**config.mk**
```make
export PLATFORM = sky130hd
export DESIGN_NAME = serial_rx_unit
export DESIGN_NICKNAME = d
export VERILOG_FILES = /design/src/rtl/rxu_pkg.sv /design/src/rtl/rxu_deframer.sv /design/src/rtl/rxu_rxbuf.sv /design/src/rtl/serial_rx_unit.sv
export SDC_FILE = /design/constraint.sdc
export NUM_CORES = 1
export LEC_CHECK = 0
export CAP_MARGIN = 20
export CELL_PAD_IN_SITES_DETAIL_PLACEMENT = 1
export CELL_PAD_IN_SITES_GLOBAL_PLACEMENT = 1
export CORE_MARGIN = 2
export CORE_UTILIZATION = 36
export CTS_BUF_LIST = sky130_fd_sc_hd__clkbuf_4 sky130_fd_sc_hd__clkbuf_8 sky130_fd_sc_hd__clkbuf_16
export DETAILED_ROUTE_END_ITERATION = 6
export GPL_TIMING_DRIVEN = 0
export PLACE_DENSITY = 0.78
export SLEW_MARGIN = 10
export SYNTH_ARGS = -nofsm -noshare
export SYNTH_HDL_FRONTEND = slang
export SYNTH_SLANG_ARGS = --single-unit
```
**constraint.sdc**
```tcl
create_clock -name clk -period 2.95 [get_ports clk]
set_input_delay 0.59 -clock clk [delete_from_list [all_inputs] [get_ports clk]]
set_output_delay 0.59 -clock clk [all_outputs]
set_load 0.01 [all_outputs]
```
**src/rtl/rxu_pkg.sv**
```systemverilog
package rxu_pkg;
    // Deframer sequence states
    typedef enum logic [2:0] {
        ST_IDLE  = 3'd0,
        ST_START = 3'd1,
        ST_DATA  = 3'd2,
        ST_PAR   = 3'd3,
        ST_STOP1 = 3'd4,
        ST_STOP2 = 3'd5
    } rx_state_e;

    // Positions in the error flag vector
    localparam int ERR_PAR = 0;
    localparam int ERR_FRM = 1;
    localparam int ERR_OVR = 2;
    localparam int ERR_W   = 3;
endpackage

```
**src/rtl/rxu_deframer.sv**
```systemverilog
// Serial deframer: synchronises the line and detects a falling start edge
// on a tick. It confirms the start at mid-bit, then samples data, optional
// parity and the first stop bit once per bit period.
// Assumes: tick is a one-cycle enable at OVS times the bit rate, and the
// configuration stays constant while a frame is in progress.
module rxu_deframer
    import rxu_pkg::*;
#(
    parameter int DATA_W = 8,
    parameter int OVS    = 16
) (
    input  logic              clk,
    input  logic              rst_n,
    input  logic              en,
    input  logic              tick,
    input  logic              rxd,
    input  logic              par_en,
    input  logic              par_odd,
    input  logic              stop2,
    output logic              done_o,
    output logic [DATA_W-1:0] data_o,
    output logic              perr_o,
    output logic              ferr_o
);
    localparam int CNT_W = $clog2(OVS);
    localparam int IDX_W = $clog2(DATA_W);
    localparam logic [CNT_W-1:0] MID  = CNT_W'(OVS / 2 - 1);
    localparam logic [CNT_W-1:0] LAST = CNT_W'(OVS - 1);
    localparam logic [IDX_W-1:0] TOPB = IDX_W'(DATA_W - 1);

    rx_state_e         state_q;
    logic [1:0]        sync_q;
    logic              prev_q;
    logic [CNT_W-1:0]  cnt_q;
    logic [IDX_W-1:0]  bidx_q;
    logic [DATA_W-1:0] shreg_q;
    logic              pbit_q;
    logic              line;

    assign line = sync_q[1];

    // Two-flop synchroniser and the frame sequencer
    always_ff @(posedge clk) begin
        if (!rst_n) begin
            state_q <= ST_IDLE;
            sync_q  <= 2'b11;
            prev_q  <= 1'b1;
            cnt_q   <= '0;
            bidx_q  <= '0;
            shreg_q <= '0;
            pbit_q  <= 1'b0;
            done_o  <= 1'b0;
            data_o  <= '0;
            perr_o  <= 1'b0;
            ferr_o  <= 1'b0;
        end else begin
            sync_q <= {sync_q[0], rxd};
            done_o <= 1'b0;
            if (!en) begin
                state_q <= ST_IDLE;
                prev_q  <= 1'b1;
            end else if (tick) begin
                prev_q <= line;
                case (state_q)
                    ST_IDLE: begin
                        if (prev_q && !line) begin
                            state_q <= ST_START;
                            cnt_q   <= '0;
                        end
                    end
                    ST_START: begin
                        if (cnt_q == MID) begin
                            cnt_q   <= '0;
                            bidx_q  <= '0;
                            state_q <= line ? ST_IDLE : ST_DATA;
                        end else begin
                            cnt_q <= cnt_q + 1'b1;
                        end
                    end
                    ST_DATA: begin
                        if (cnt_q == LAST) begin
                            cnt_q   <= '0;
                            shreg_q <= {line, shreg_q[DATA_W-1:1]};
                            if (bidx_q == TOPB) begin
                                state_q <= par_en ? ST_PAR : ST_STOP1;
                            end else begin
                                bidx_q <= bidx_q + 1'b1;
                            end
                        end else begin
                            cnt_q <= cnt_q + 1'b1;
                        end
                    end
                    ST_PAR: begin
                        if (cnt_q == LAST) begin
                            cnt_q   <= '0;
                            pbit_q  <= line;
                            state_q <= ST_STOP1;
                        end else begin
                            cnt_q <= cnt_q + 1'b1;
                        end
                    end
                    ST_STOP1: begin
                        if (cnt_q == LAST) begin
                            cnt_q   <= '0;
                            done_o  <= 1'b1;
                            data_o  <= shreg_q;
                            perr_o  <= par_en & (^shreg_q ^ pbit_q ^ par_odd);
                            ferr_o  <= ~line;
                            state_q <= stop2 ? ST_STOP2 : ST_IDLE;
                        end else begin
                            cnt_q <= cnt_q + 1'b1;
                        end
                    end
                    ST_STOP2: begin
                        if (cnt_q == LAST) begin
                            cnt_q   <= '0;
                            state_q <= ST_IDLE;
                        end else begin
                            cnt_q <= cnt_q + 1'b1;
                        end
                    end
                    default: state_q <= ST_IDLE;
                endcase
            end
        end
    end


    // data phase is entered only after the line was low at the start check
    start_confirm_chk: assert property (@(posedge clk) disable iff (!rst_n)
        (state_q == ST_DATA && $past(state_q) == ST_START) |-> !$past(line));


    // a completed byte is reported only out of the first stop bit
    done_origin_chk: assert property (@(posedge clk) disable iff (!rst_n)
        done_o |-> $past(state_q) == ST_STOP1);


    // disabled receiver never reports a byte
    parked_chk: assert property (@(posedge clk) disable iff (!rst_n)
        !en |=> !done_o);
endmodule

```
**src/rtl/rxu_rxbuf.sv**
```systemverilog
// Receive queue of DEPTH entries plus one holding stage. A byte that
// arrives while the queue is full waits in the holding stage. A later
// arrival replaces it and reports overrun. Entry 0 is the oldest byte.
// Assumes: pop is raised only when the queue is not empty.
module rxu_rxbuf #(
    parameter int DATA_W = 8,
    parameter int DEPTH  = 2
) (
    input  logic                       clk,
    input  logic                       rst_n,
    input  logic                       flush,
    input  logic                       push,
    input  logic [DATA_W-1:0]          din,
    input  logic                       pin,
    input  logic                       pop,
    output logic [DATA_W-1:0]          head_o,
    output logic [$clog2(DEPTH+1)-1:0] count_o,
    output logic                       par_evt_o,
    output logic                       ovr_evt_o
);
    localparam int CW = $clog2(DEPTH + 1);
    localparam logic [CW-1:0] FULL = CW'(DEPTH);

    logic [DATA_W-1:0] mem_q [DEPTH];
    logic [CW-1:0]     cnt_q, n0, n1;
    logic              hold_v_q, hold_p_q;
    logic [DATA_W-1:0] hold_d_q;
    logic              pop_eff, mv_hold, in_fifo;

    // Slot arithmetic: pop first, then the held byte, then the new byte
    always_comb begin
        pop_eff   = pop && (cnt_q != '0);
        n0        = cnt_q - CW'(pop_eff);
        mv_hold   = hold_v_q && (n0 < FULL);
        n1        = n0 + CW'(mv_hold);
        in_fifo   = push && (n1 < FULL);
        par_evt_o = (mv_hold && hold_p_q) || (in_fifo && pin);
        ovr_evt_o = push && hold_v_q && !mv_hold;
    end

    for (genvar i = 0; i < DEPTH; i++) begin : g_ent
        logic [DATA_W-1:0] nxt;
        if (i < DEPTH - 1) begin : g_shift
            assign nxt = pop_eff ? mem_q[i+1] : mem_q[i];
        end else begin : g_tail
            assign nxt = mem_q[i];
        end
        // Entry update: new byte, held byte, or shift toward the head
        always_ff @(posedge clk) begin
            if (!rst_n)                          mem_q[i] <= '0;
            else if (in_fifo && n1 == CW'(i))    mem_q[i] <= din;
            else if (mv_hold && n0 == CW'(i))    mem_q[i] <= hold_d_q;
            else                                 mem_q[i] <= nxt;
        end
    end

    // Occupancy and holding-stage control
    always_ff @(posedge clk) begin
        if (!rst_n || flush) begin
            cnt_q    <= '0;
            hold_v_q <= 1'b0;
            hold_p_q <= 1'b0;
            hold_d_q <= '0;
        end else begin
            cnt_q <= n1 + CW'(in_fifo);
            if (push && !in_fifo) begin
                hold_v_q <= 1'b1;
                hold_d_q <= din;
                hold_p_q <= pin;
            end else if (mv_hold) begin
                hold_v_q <= 1'b0;
            end
        end
    end

    assign head_o  = mem_q[0];
    assign count_o = cnt_q;


    count_range_chk: assert property (@(posedge clk) disable iff (!rst_n)
        cnt_q <= FULL);


    // a read from a full queue with a held byte leaves it full
    hold_refill_chk: assert property (@(posedge clk) disable iff (!rst_n)
        (hold_v_q && pop && cnt_q == FULL && !flush) |=> cnt_q == FULL);


    // overrun leaves the queue full and the holding stage occupied
    overrun_state_chk: assert property (@(posedge clk) disable iff (!rst_n)
        (ovr_evt_o && !flush) |=> (hold_v_q && cnt_q == FULL));
endmodule

```
**src/rtl/serial_rx_unit.sv**
```systemverilog
// Serial receiver top: deframer feeding the two-entry queue, sticky error
// flags with write-1-to-clear, status bits and the two interrupt outputs.
// Assumes: rd_en only while rdy is 1; err_clr is a one-cycle strobe.
module serial_rx_unit
    import rxu_pkg::*;
#(
    parameter int DATA_W = 8,
    parameter int OVS    = 16,
    parameter int DEPTH  = 2
) (
    input  logic              clk,
    input  logic              rst_n,
    input  logic              tick16,
    input  logic              rxd,
    input  logic              rx_en,
    input  logic              par_en,
    input  logic              par_odd,
    input  logic              stop2,
    input  logic              irq_two,
    input  logic              rd_en,
    output logic [DATA_W-1:0] rd_data,
    output logic              rdy,
    output logic              two_valid,
    input  logic [ERR_W-1:0]  err_clr,
    output logic [ERR_W-1:0]  err_flags,
    output logic              irq_rx,
    output logic              irq_err
);
    localparam int CW = $clog2(DEPTH + 1);

    logic              done, perr, ferr, par_evt, ovr_evt;
    logic [DATA_W-1:0] rx_byte;
    logic [CW-1:0]     count;
    logic [ERR_W-1:0]  err_q, err_set;

    rxu_deframer #(.DATA_W(DATA_W), .OVS(OVS)) u_deframer (
        .clk(clk), .rst_n(rst_n), .en(rx_en), .tick(tick16), .rxd(rxd),
        .par_en(par_en), .par_odd(par_odd), .stop2(stop2),
        .done_o(done), .data_o(rx_byte), .perr_o(perr), .ferr_o(ferr)
    );

    rxu_rxbuf #(.DATA_W(DATA_W), .DEPTH(DEPTH)) u_rxbuf (
        .clk(clk), .rst_n(rst_n), .flush(!rx_en), .push(done),
        .din(rx_byte), .pin(perr), .pop(rd_en), .head_o(rd_data),
        .count_o(count), .par_evt_o(par_evt), .ovr_evt_o(ovr_evt)
    );

    // Collect the error events into flag positions
    always_comb begin
        err_set          = '0;
        err_set[ERR_PAR] = par_evt;
        err_set[ERR_FRM] = done && ferr;
        err_set[ERR_OVR] = ovr_evt;
    end

    // Sticky flags: a new event wins over a clear in the same cycle
    always_ff @(posedge clk) begin
        if (!rst_n) err_q <= '0;
        else        err_q <= (err_q & ~err_clr) | err_set;
    end

    assign err_flags = err_q;
    assign rdy       = (count != '0);
    assign two_valid = (count == CW'(DEPTH));
    assign irq_rx    = irq_two ? two_valid : rdy;
    assign irq_err   = |err_q;


    sticky_hold_chk: assert property (@(posedge clk) disable iff (!rst_n)
        (err_q[ERR_PAR] && !err_clr[ERR_PAR]) |=> err_q[ERR_PAR]);


    sticky_frm_chk: assert property (@(posedge clk) disable iff (!rst_n)
        (err_q[ERR_FRM] && !err_clr[ERR_FRM]) |=> err_q[ERR_FRM]);


    flush_empty_chk: assert property (@(posedge clk) disable iff (!rst_n)
        !rx_en |=> !rdy && !two_valid);


    err_irq_chk: assert property (@(posedge clk) disable iff (!rst_n)
        $rose(irq_err) |-> $past(|err_set));
endmodule

```
==> results of run 1 <==
[state kept, by name, indices dropped and copies added, names as in the netlist, 2 cells and up]
signal / cells
err_flags: 3
u_deframer.shreg_q: 8
u_rxbuf.count_o: 2
u_deframer.sync_q: 2
u_rxbuf.hold_d_q: 8
u_deframer.state_q: 3
u_deframer.bidx_q: 3
u_deframer.data_o: 8
u_deframer.cnt_q: 4
u_rxbuf.mem_q: 16
[power by group]
group	internal, mW	leakage [nW]	switching [mW]
clock	0.486	0.108	0.385
combinational	0.0394	0.737	0.0475
sequential	0.913	0.543	0.00488
[area by class of cell]
| class | instances | area share (%) |
|---|---|---|
| clock buffers | 9 | 3.42 |
| plain buffers | 16 | 1.97 |
| clock inverters | 7 | 2.87 |
| well taps | 105 | 3.62 |
| inverters | 9 | 0.932 |
| repair buffers | 27 | 7.46 |
| multi-input cells | 222 | 40.0 |
| flip-flops and latches | 64 | 39.8 |
[per-layer routing]
| metal | share of wire (%) | GRT usage, % |
|---|---|---|
| met2 | 49 | 26.9 |
| met4 | 1.8 | 7.49 |
| met3 | 2.3 | 3.32 |
| met1 | 47 | 19.6 |
| met5 | 0 | 0 |
[worst max-delay path: cells and delay by family (launching register included)]
family        cells  cell delay [ps]
simple gates      4             1060
mux               1              350
flops             1              350
fa+ha+maj         1              210
xor+xnor          1              430
[path summary, 6_finish.rpt]
| kind | endpoint | slack, ps | depth (start not counted) |
|---|---|---|---|
| max | u_rxbuf.mem_q[1][2] | 270 | 7 |
| min | u_deframer.sync_q[1] | 420 | 1 |
| max reg2reg | u_rxbuf.mem_q[1][2] | 270 | 7 |
| min reg2reg | u_deframer.sync_q[1] | 420 | 1 |
[kinds of logic (layout without fill, tap and decap cells)]
family / count (synthesis) / after routing / synth area share [%]
AOI/OAI and AO/OA: 46 / 46 / 10.2
xor gates and xnor gates: 12 / 12 / 3.97
adders and majority gates: 6 / 6 / 2.42
buffers and inverters: 25 / 68 / 3.51
DFF: 64 / 64 / 48.1
muxes: 37 / 37 / 12.4
and+or+nand+nor: 121 / 121 / 19.4
[synthesized netlist by cell type (all sizes together), types with 4 or more instances]
master and count:
nor2 52, dfxtp 48, mux2i 37, nand2 26, a21oi 16, edfxtp 16
clkbuf 10, inv 9, a22oi 8, xnor2 8, buf 6, or3 6
and2 5, ha 5, nand2b 5, nand3 4, nand4 4, nor2b 4
o211ai 4, o21ai 4
[metrics by stage]
step	hold WS (ps)	cell area, sq um
2_1_floorplan	386	3000
3_3_place_gp	389	3400
3_5_place_dp	409	3400
4_1_cts	434	3620
5_1_grt	429	3620
6_report	423	3620
==> metrics, run 1 <==
initial antenna violation count 0; Post-synth ARST share 0%; number of enable flip-flop cells after synthesis 16; Root Buffer clkbuf_8; most common cell after layout, fill and taps aside nor2_1; cells along the critical path or2_2 > and2_1 > ha_1 > xnor2_1 > nand3_1 > mux2i_1 > nor2_1; CP max stage delay 470 ps; pwr/cell area 517 mW/mm^2; Antenna Nets Post-Route 0; htree depth 3; syn nets 329; Gate Count Post-Synth 311; Critical Path RT 3020 ps; final hold violation count 0; die area 0.00907 sq mm; first-pass GRT wire length 11.2 mm; commonest non-fill, non-tap cells in the layout nor2_1 (52), dfxtp_1 (48), mux2i_1 (37); crit path launch u_rxbuf.count_o[1]; Tmin final 2680 ps; run status finished clean; Multi-input gate area 0.00145 sq mm; pin count of the biggest net entering global routing 14; min-delay src u_deframer.sync_q[0]; Cell variety after synth 47; Hold Buf Count CTS 0; Final Setup Violations 0; Post-Place Setup Slack 18.8 ps; Main synth FF type dfxtp_1; post-cts sizing count 0; non-filler cells, final 459; CP Class reg -> reg; NumNets Final 367; critical path data arrival time 2750 ps; Design Power 1.88 mW; cell accounting for the most synthesized area dfxtp_1; CP max stage cell nand3_1; clock sinks 64; Reg area 0.00144 sq mm; Initial DRC Count 58; DRT Wirelength 6.66 mm; Ys Warns 0; Slew @ Worst Pin 655 ps; CORE AREA 0.00813 sq mm; Lkg Pwr 1.39 nW; relative slew slack 56.2%; fin worst setup slack 271 ps; hpwl dp 4.85 mm; Mapped Area 0.00300 sq mm; Skew-Pair Late Insertion Delay 340 ps; fin. max-slew vios 0; post-synth top area share 32.1%; Seq cells post-synth 64; drt pass-1 iters 4; Layout area overhead 21.0%; Worst Hold Class reg -> reg; Max Fanout on Critical Path 8; FILL cells 925; Setup crit start kind register; CP endpoint kind register; # DRC 0; gr usage total 16.0%; I/O pins 28; mean post-synth cell area 9.63 sq um; row count 33; CTS clk-pin slew, worst paths 80 ps; RSZ-0062 raised after global routing no; clock tree buffer depth 2; reg2reg start u_rxbuf.count_o[1]; max_cap viols 0; PortBufs 27; vias post-DR 2,319; Initial Util 36.8%; post-placement cell count 443; clock buffer count from CTS 9; Clock Skews 7.01 ps; top cells by area, synth dfxtp_1 (32%), edfxtp_1 (16%), mux2i_1 (12%); # diodes 0; die height 95.2 microns; Seq/Total Area, Yosys 48.1%; routed wire length per instance 14.5 microns; layout cells sized above 1 6.50%; Final Cycle Share 90.8%; Post-CTS Setup Repair Bufs 0; Worst VDD drop 0.000197 V; FMAX 373 MHz; TritonCTS clock tree done; setup TNS 0 ps; Routability Congestion 0.806; gr ovfl total 0; chip width 95.2 microns; Vias/cell 5.05; vias in the first global route 2,360; final core occ 44.6%
Power figures use the tool's default switching activity.
==> inputs of run 2 (changes only) <==
--- a/config.mk
+++ b/config.mk
@@ -5,7 +5,6 @@
 export SDC_FILE = /design/constraint.sdc
 export NUM_CORES = 1
 export LEC_CHECK = 0
-export CAP_MARGIN = 20
 export CELL_PAD_IN_SITES_DETAIL_PLACEMENT = 1
 export CELL_PAD_IN_SITES_GLOBAL_PLACEMENT = 1
 export CORE_MARGIN = 2
==> results of run 2 <==
The final DEF is identical to that of run 1; final timing and power are the same.
==> inputs of run 3 (changes only) <==
--- a/config.mk
+++ b/config.mk
@@ -8,11 +8,11 @@
 export CELL_PAD_IN_SITES_DETAIL_PLACEMENT = 1
 export CELL_PAD_IN_SITES_GLOBAL_PLACEMENT = 1
 export CORE_MARGIN = 2
-export CORE_UTILIZATION = 36
+export CORE_UTILIZATION = 44
 export CTS_BUF_LIST = sky130_fd_sc_hd__clkbuf_4 sky130_fd_sc_hd__clkbuf_8 sky130_fd_sc_hd__clkbuf_16
 export DETAILED_ROUTE_END_ITERATION = 6
 export GPL_TIMING_DRIVEN = 0
-export PLACE_DENSITY = 0.78
+export PLACE_DENSITY = 0.91
 export SLEW_MARGIN = 10
 export SYNTH_ARGS = -nofsm -noshare
 export SYNTH_HDL_FRONTEND = slang
==> run 3 against run 2 <==
Final cell count down 5.4%. Non-clock buffer count unchanged. Design area down 0.90%. Utilization up 9.2 points. Sequential cell count unchanged. Wire length up 8.0%. Critical path type unchanged.
==> metrics, run 3 (synthesized netlist as in run 1, its figures left out) <==
run status finished clean; CORE AREA 0.00668 sq mm (-18%); fin. max-slew vios 0 (unchanged); PortBufs 27 (unchanged); NumNets Final 367 (unchanged); Final Setup Violations 0 (unchanged); Hold Buf Count CTS 0 (unchanged); Initial DRC Count 72 (+24%); hpwl dp 4.97 mm (+2.4%); pin count of the biggest net entering global routing 14 (unchanged); Lkg Pwr 1.39 nW (+0.18%); Post-CTS Setup Repair Bufs 0 (unchanged); Max Fanout on Critical Path 8 (unchanged); reg2reg start u_rxbuf.count_o[1]; Worst Hold Class reg -> reg; critical path data arrival time 2760 ps (about the same); vias in the first global route 2,434 (+3.1%); # diodes 0 (unchanged); routed wire length per instance 16.6 microns (+14%); post-placement cell count 418 (-5.6%); Layout area overhead 19.9%; most common cell after layout, fill and taps aside nor2_1; clock sinks 64 (unchanged); commonest non-fill, non-tap cells in the layout nor2_1 (52), dfxtp_1 (48), mux2i_1 (37); fin worst setup slack 277 ps (+6.34 ps); clock tree buffer depth 2 (unchanged); Vias/cell 5.50 (+8.8%); gr ovfl total 0 (unchanged); RSZ-0062 raised after global routing no; layout cells sized above 1 6.50% (unchanged); Skew-Pair Late Insertion Delay 350 ps (about the same); Slew @ Worst Pin 784 ps (+129 ps); CTS clk-pin slew, worst paths 80 ps (about the same); Critical Path RT 3030 ps (about the same); htree depth 3 (unchanged); Worst R2R End u_rxbuf.mem_q[1][3]; relative slew slack 47.5% (-8.7 points); Setup crit start kind register; Top reg by flops u_rxbuf.mem_q; final hold violation count 0 (unchanged); die area 0.00748 sq mm (-17%); max_cap viols 0 (unchanged); I/O pins 28 (unchanged); Routability Congestion 0.828 (+2.8%); Final Cycle Share 90.6% (-0.21 points); gr usage total 19.8% (+3.8 points); Post-Place Setup Slack 42.6 ps (+23.7 ps); CP endpoint kind register; Antenna Nets Post-Route 0 (unchanged); post-cts sizing count 0 (unchanged); pwr/cell area 520 mW/mm^2 (+0.59%); setup TNS 0 ps (unchanged); non-filler cells, final 434 (-5.4%); Worst R2R Setup Slack 280 ps (about the same); vias post-DR 2,386 (+2.9%); TritonCTS clock tree done; Initial Util 44.8% (+8.0 points); Tmin final 2670 ps (-6.34 ps); initial antenna violation count 0 (unchanged); Reg2Reg Depth 7 (unchanged); clock buffer count from CTS 9 (unchanged); Worst VDD drop 0.000250 V (+27%); crit path to u_rxbuf.mem_q[1][3]; row count 30 (-9.1%); Largest register FFs 16 (unchanged); die height 86.5 microns (-9.1%); # DRC 0 (unchanged); CP Class reg -> reg; FMAX 374 MHz (+0.24%); drt pass-1 iters 4 (unchanged); first-pass GRT wire length 11.5 mm (+2.0%); Clock Skews 6.64 ps (-0.362 ps); DRT Wirelength 7.19 mm (+8.0%); Root Buffer clkbuf_8; crit path launch u_rxbuf.count_o[1]; chip width 86.5 microns (-9.1%); Design Power 1.87 mW (-0.32%)
run 3: changes by cell type in the layout (fill, tap and decap cells not counted):
cell,previous run,this run
clkinv_4,1,2
clkinvlp_4,2,1
inv_6,1,2
inv_8,1,0
run 3: critical path, stage by stage (launching register included):
cell	delay [ps]
dfxtp_1	350
or2_2	320
and2_1	180
ha_1	220
xnor2_1	460
nand3_1	480
mux2i_1	330
nor2_1	70
run 3: through the flow:
stage	utilization (%)	hold slack (ps)	instance area, sq um
6_report	53.8	411	3590
3_3_place_gp	50.4	391	3370
2_1_floorplan	-	386	3000
4_1_cts	53.8	420	3590
5_1_grt	53.8	439	3590
3_5_place_dp	50.4	405	3370
run 3: worst min path at each step:
stage                              start              endpoint  depth (start not counted)  slack, ps
finish              u_deframer.sync_q[0]  u_deframer.sync_q[1]                          1        410
global route        u_deframer.sync_q[0]  u_deframer.sync_q[1]                          1        440
CTS                 u_deframer.sync_q[0]  u_deframer.sync_q[1]                          1        420
detailed placement  u_deframer.sync_q[0]  u_deframer.sync_q[1]                          1        410
global placement    u_deframer.sync_q[0]  u_deframer.sync_q[1]                          1        390
floorplan           u_deframer.sync_q[0]  u_deframer.sync_q[1]                          1        390
run 3: final cells by class:
cell class                 instances  area (sq um)
fill                             768          3090
multi-input combinational        222          1450
tap                               80           100
timing repair buffer              27           270
sequential                        64          1440
clock inverter                     7           103
buffer                            16          71.3
inverter                           9          33.8
clock buffer                       9           124
run 3: per-layer routing:
metal  vias up  wire, microns  global-route usage (%)
met3        14            211                    3.81
met4         0            148                    9.23
met1      1150           3180                    23.0
met5         -              0                       0
met2        49           3650                    34.9
li1       1173              -                       -
run 3: power breakdown:
part	switching (mW)	total, mW	internal, mW
logic	0.0492	0.0887	0.0394
clock network	0.378	0.862	0.484
registers	0.00532	0.918	0.913
